## config.mk

```make
export PLATFORM = sky130hd
export DESIGN_NAME = prbs_rate_meter
export DESIGN_NICKNAME = d
export VERILOG_FILES = /design/src/rtl/prbs_meas_pkg.sv /design/src/rtl/rate_counter.sv /design/src/rtl/ovf_status.sv /design/src/rtl/prbs_rate_meter.sv
export SDC_FILE = /design/constraint.sdc
export NUM_CORES = 1
export LEC_CHECK = 0
export BUFFER_PORTS_ARGS = -buffer_cell sky130_fd_sc_hd__buf_4
export CORE_MARGIN = 3
export CORE_UTILIZATION = 41
export DETAILED_ROUTE_END_ITERATION = 12
export PLACE_DENSITY = 0.67
export SETUP_SLACK_MARGIN = 0.5
export SLEW_MARGIN = 20
export SYNTH_ARGS = -nofsm -noshare
export SYNTH_HDL_FRONTEND = slang
export SYNTH_SLANG_ARGS = --single-unit
```

## constraint.sdc

```tcl
create_clock -name clk -period 1.9 [get_ports clk]
set_clock_uncertainty 0.05 [all_clocks]
set_input_delay 0.38 -clock clk [delete_from_list [all_inputs] [get_ports clk]]
set_output_delay 0.38 -clock clk [all_outputs]
set_load 0.1 [all_outputs]
```

## src/rtl/prbs_meas_pkg.sv

```systemverilog
package prbs_meas_pkg;

    localparam int CNT_W  = 8;
    localparam int REG_W  = 8;
    localparam int ADDR_W = 2;

    typedef enum logic [ADDR_W-1:0] {
        RA_ERRCNT = 2'd0,
        RA_MFCNT  = 2'd1,
        RA_STATUS = 2'd2,
        RA_MASK   = 2'd3
    } reg_addr_e;

    typedef struct packed {
        logic             inc;
        logic             load;
        logic [CNT_W-1:0] value;
    } cnt_ctl_t;

    typedef struct packed {
        logic wr_err;
        logic wr_mf;
        logic wr_stat;
        logic wr_mask;
    } wr_dec_t;

    function automatic logic [REG_W-1:0] flag_to_byte(input logic b);
        return {{(REG_W-1){1'b0}}, b};
    endfunction

    function automatic wr_dec_t decode_write(input logic wr, input logic [ADDR_W-1:0] a);
        wr_dec_t d;
        d.wr_err  = wr && (a == RA_ERRCNT);
        d.wr_mf   = wr && (a == RA_MFCNT);
        d.wr_stat = wr && (a == RA_STATUS);
        d.wr_mask = wr && (a == RA_MASK);
        return d;
    endfunction

endpackage

```

## src/rtl/rate_counter.sv

```systemverilog
module rate_counter
    import prbs_meas_pkg::*;
(
    input  logic             clk,
    input  logic             rst,
    input  cnt_ctl_t         ctl,
    output logic [CNT_W-1:0] count,
    output logic             wrap
);
    localparam logic [CNT_W-1:0] TOP = {CNT_W{1'b1}};

    logic [CNT_W-1:0] count_q;

    always_ff @(posedge clk) begin
        if (rst)
            count_q <= '0;
        else if (ctl.load)
            count_q <= ctl.value;
        else if (ctl.inc)
            count_q <= count_q + 1'b1;
    end

    assign wrap  = ctl.inc && !ctl.load && (count_q == TOP);
    assign count = count_q;

    // a strobe without a competing write advances the count by one
    a_r2_step: assert property (@(posedge clk) disable iff (rst)
        (ctl.inc && !ctl.load) |=> (count_q == CNT_W'($past(count_q) + 1'b1)));

    // a load always takes precedence over a strobe
    a_r6_load_wins: assert property (@(posedge clk) disable iff (rst)
        ctl.load |=> (count_q == $past(ctl.value)));

    // a wrap always lands on zero
    a_r7_wrap_zero: assert property (@(posedge clk) disable iff (rst)
        wrap |=> (count_q == '0));

endmodule

```

## src/rtl/ovf_status.sv

```systemverilog
module ovf_status (
    input  logic clk,
    input  logic rst,
    input  logic set,
    input  logic clr,
    input  logic en_wr,
    input  logic en_val,
    output logic sticky,
    output logic enable,
    output logic irq
);
    logic sticky_q, enable_q;

    always_ff @(posedge clk) begin
        if (rst) begin
            sticky_q <= 1'b0;
            enable_q <= 1'b0;
        end else begin
            if (set)
                sticky_q <= 1'b1;
            else if (clr)
                sticky_q <= 1'b0;
            if (en_wr)
                enable_q <= en_val;
        end
    end

    assign sticky = sticky_q;
    assign enable = enable_q;
    assign irq    = sticky_q && enable_q;

    // the set side has priority over a concurrent clear
    a_r8_set_wins: assert property (@(posedge clk) disable iff (rst)
        set |=> sticky_q);

    // a clear with no overflow empties the flag
    a_r8_clear: assert property (@(posedge clk) disable iff (rst)
        (clr && !set) |=> !sticky_q);

    // the flag never drops without a clear request
    a_r8_hold: assert property (@(posedge clk) disable iff (rst)
        (sticky_q && !clr) |=> sticky_q);

endmodule

```

## src/rtl/prbs_rate_meter.sv

```systemverilog
module prbs_rate_meter
    import prbs_meas_pkg::*;
(
    input  logic              clk,
    input  logic              rst,
    input  logic              err_strobe,
    input  logic              mf_strobe,
    input  logic              reg_wr,
    input  logic [ADDR_W-1:0] reg_addr,
    input  logic [REG_W-1:0]  reg_wdata,
    output logic [REG_W-1:0]  reg_rdata,
    output logic              irq
);
    wr_dec_t          dec;
    cnt_ctl_t         err_ctl, mf_ctl;
    logic [CNT_W-1:0] err_cnt, mf_cnt;
    logic             err_wrap, mf_wrap_unused;
    logic             sticky, enable;

    assign dec = decode_write(reg_wr, reg_addr);

    always_comb begin
        err_ctl.inc   = err_strobe;
        err_ctl.load  = dec.wr_err;
        err_ctl.value = CNT_W'(reg_wdata);

        mf_ctl.inc    = mf_strobe;
        mf_ctl.load   = dec.wr_err || dec.wr_mf;
        mf_ctl.value  = dec.wr_err ? '0 : CNT_W'(reg_wdata);
    end

    rate_counter i_err_cnt (
        .clk   (clk),
        .rst   (rst),
        .ctl   (err_ctl),
        .count (err_cnt),
        .wrap  (err_wrap)
    );

    rate_counter i_mf_cnt (
        .clk   (clk),
        .rst   (rst),
        .ctl   (mf_ctl),
        .count (mf_cnt),
        .wrap  (mf_wrap_unused)
    );

    ovf_status i_status (
        .clk    (clk),
        .rst    (rst),
        .set    (err_wrap),
        .clr    (dec.wr_stat && reg_wdata[0]),
        .en_wr  (dec.wr_mask),
        .en_val (reg_wdata[0]),
        .sticky (sticky),
        .enable (enable),
        .irq    (irq)
    );

    always_comb begin
        unique case (reg_addr)
            RA_ERRCNT: reg_rdata = REG_W'(err_cnt);
            RA_MFCNT:  reg_rdata = REG_W'(mf_cnt);
            RA_STATUS: reg_rdata = flag_to_byte(sticky);
            RA_MASK:   reg_rdata = flag_to_byte(enable);
            default:   reg_rdata = '0;
        endcase
    end

    // a write to the error counter empties the multiframe counter
    a_r4_window_restart: assert property (@(posedge clk) disable iff (rst)
        (reg_wr && reg_addr == RA_ERRCNT) |=> (mf_cnt == '0));

    // a multiframe load does not disturb the error counter
    a_r5_err_kept: assert property (@(posedge clk) disable iff (rst)
        (reg_wr && reg_addr == RA_MFCNT && !err_strobe) |=> $stable(err_cnt));

    // the interrupt needs both the flag and the enable
    a_r9_irq_gate: assert property (@(posedge clk) disable iff (rst)
        irq |-> (reg_rdata[0] || reg_addr != RA_STATUS) && sticky && enable);

    // only an error-counter wrap raises the flag
    a_r7_flag_source: assert property (@(posedge clk) disable iff (rst)
        $rose(sticky) |-> $past(err_strobe));

endmodule

```

==> reports/metrics.csv <==
stage;metric;value;unit
placed_design;worst slack, placed;0.155;ns
die;die area;0.00343;mm2
timing;Tcrit/Tclk final;0.933;
placed_design;port bufs;23;
critical_path;WS Path Type;reg -> out;
yosys;Synth async-reset ratio;0;
routing;DRC Markers;0;
die;starting density of the core;0.445;
timing;minimum clock period;1.77;ns
power_and_ir_drop;cell leakage power;0.688;nW
die;Ports;24;
critical_path;CP Data Arrival Time;1.34;ns
timing;PnR worst setup slack;0.127;ns
final_layout;number of fill cells;168;
routing;initial DRC count;22;
timing;Least-Margin Pin Slew;0.510;ns
cts;TritonCTS clock tree;done;
global_route;Global Route Usage Sum;0.202;
yosys;Synth warnings;0;
cts;TritonCTS buffer count;3;
critical_path;Required @ worst endpoint;1.47;ns
yosys;Synth top area share;0.318;
global_route;total global routing overflow;0;
critical_path;CP endpoint kind;output port;
yosys;Yosys reg bits;18;
timing;Fmax;564;MHz
cts;Clock Sinks;18;
cts;# H-tree levels;1;
routing;Final ANT Viol Nets;0;
yosys;Post-synth EDFFs;0;
yosys;Mapped Area;0.00113;mm2
yosys;Mapped Cells;124;
placed_design;Final HPWL DP;1990;um
cts;Worst-path clk slew;0.11;ns
yosys;area leader, netlist;dfxtp_1;
cts;clock latency on the worst-skew pair;0.30;ns
routing;total length of routed wires;3230;um
yosys;commonest cells in the netlist;dfxtp_1 (18), nor2_1 (16), mux2i_1 (9), a21oi_1 (8);
die;die height;58.6;um
power_and_ir_drop;maximum vdd ir drop;0.558;mV
routing;DR WL/cell;16.5;um
timing;Setup-failing EPs final;0;
placed_design;RePlAce Congestion;0.751;
final_layout;Area growth, synth to finish;70.4;%
routing;DR vias/cell;5.85;
global_route;number of global-route vias before repair;1094;
yosys;Post-synth top flop;dfxtp_1;
routing;DRT Pass-1 Iters;5;
routing;Via Count;1147;
timing;Final Hold Viols;0;
timing;final max-slew violation count;0;
status;outcome;finished clean;
timing;Rel. slew slack;0.660;
cts;root cell of the clock tree;clkbuf_4;
yosys;largest cells by area after synthesis;dfxtp_1 (32%), mux2i_1 (8.0%), a211oi_2 (5.5%), nor2_1 (5.3%), xor2_1 (4.6%);
min_path;Hold/Removal Path Class;in -> reg;
timing;final setup TNS;0;ns
yosys;Yosys cell types;30;
final_layout;Antenna diodes;0;
timing;RSZ-0062 raised after global routing;true;
global_route;initial antenna violation count;0;
critical_path;Critical Path Fanout Max;3;
yosys;Mean Syn Cell Area;9.13;um2
final_layout;share of layout cells above drive strength 1;0.633;
die;Die X-Extent;58.6;um
cts;Longest Clk Path Bufs;2;
yosys;most numerous cell in the Yosys netlist;dfxtp_1;
yosys;Net Count, Synth;141;
die;row cnt;18;
run;max_cap viols;0;
global_route;global-route wire length before repair;5180;um
final_layout;Final #Nets;184;
die;core area;0.00254;mm2
power_and_ir_drop;Pwr Density;541;mW/mm2
critical_path;Startpoint Class;flip-flop;
yosys;Seq/Total Area, Yosys;0.318;
global_route;largest net degree at the start of global routing;20;
state kept, by name, summed over array words and instances, names as in the netlist:
signal	flops
i_err_cnt.count	8
i_status.sticky	1
i_status.enable	1
i_mf_cnt.count	8
timing repair:
action                     4_1_cts  5_1_grt
pin swaps                        4       11
setup endpoints to repair       13       17
hold buffers                     0        0
gates resized for setup         68       18
setup buffers                   10        9
gates cloned                     1        0
critical path, cell delays in order, from the launching register on:
cell and delay (ns):
dfxtp_4 0.37, mux4_2 0.49, buf_12 0.19
placed cells by master, fill, tap and decap left out, types with 2 or more instances in the layout:
cell type	instances
or3_1	6
a211oi_2	5
a311oi_1	2
mux2i_1	2
buf_4	30
xor2_1	6
nand3_1	4
dfxtp_2	10
nor2_1	7
ha_4	2
nor2_4	9
clkbuf_4	3
a211oi_1	3
mux2i_4	7
nand4_1	6
o21ai_0	5
a21oi_1	7
nand2_1	4
buf_12	11
xnor2_1	2
a311oi_2	4
dfxtp_4	7
nand4b_1	2
buf_6	5
cell type report:
cell class	count	area, um2	share of cell area
Clock buffer	4	36.3	0.0188
Multi-Input combinational cell	97	927	0.481
Sequential cell	18	399	0.207
Tap cell	30	37.5	0.0195
Timing Repair Buffer	47	529	0.274
worst paths after layout:
path	start	to	slack, ns	depth (start not counted)
worst max register to register	i_err_cnt.count[0]$_SDFFE_PP0P_	i_status.sticky$_SDFFE_PP0P_	0.39	6
worst min register to register	i_status.sticky$_SDFFE_PP0P_	i_status.sticky$_SDFFE_PP0P_	0.45	2
worst min-delay path	reg_wdata[0]	i_status.enable$_SDFFE_PP0P_	0.31	3
worst max-delay path	i_mf_cnt.count[0]$_SDFFE_PP0P_	reg_rdata[0]	0.13	2
cell families after synthesis:
logic type      Yosys count  synth area share
compound gates           29             0.207
xor+xnor                  8            0.0619
fa+ha+maj                 2            0.0221
buf+inv                   9            0.0519
flops                    18             0.318
mux                      11             0.109
simple gates             47             0.230
routing by layer:
layer | vias to the layer above | part of all wire | track usage | routed length [um]
li1 | 554 | - | - | -
met1 | 545 | 0.40 | 0.245 | 1300
met2 | 39 | 0.52 | 0.357 | 1690
met3 | 9 | 0.045 | 0.0219 | 146
met4 | 0 | 0.029 | 0.0894 | 95
met5 | - | 0 | 0 | 0
through the flow:
step           std cells  total power (W)  utilization  hold slack [ns]  area, um2
6_report             196          0.00104        0.758            0.305       1930
5_1_grt              196          0.00109        0.758            0.322       1930
4_1_cts              187          0.00100        0.696            0.297       1770
3_5_place_dp         172         0.000680        0.546            0.434       1390
3_3_place_gp         172         0.000677        0.546            0.410       1390
2_1_floorplan        124         0.000621            -            0.387       1230
report_power, final:
part	switching (W)	leakage (nW)	internal (W)	total, W
logic	0.000182	0.511	0.000178	0.000360
registers	0.0000410	0.157	0.000403	0.000444
clock network	0.000122	0.0210	0.000117	0.000239
total	0.000346	0.688	0.000698	0.00104
No activity file was read; power rests on OpenSTA's default activity.
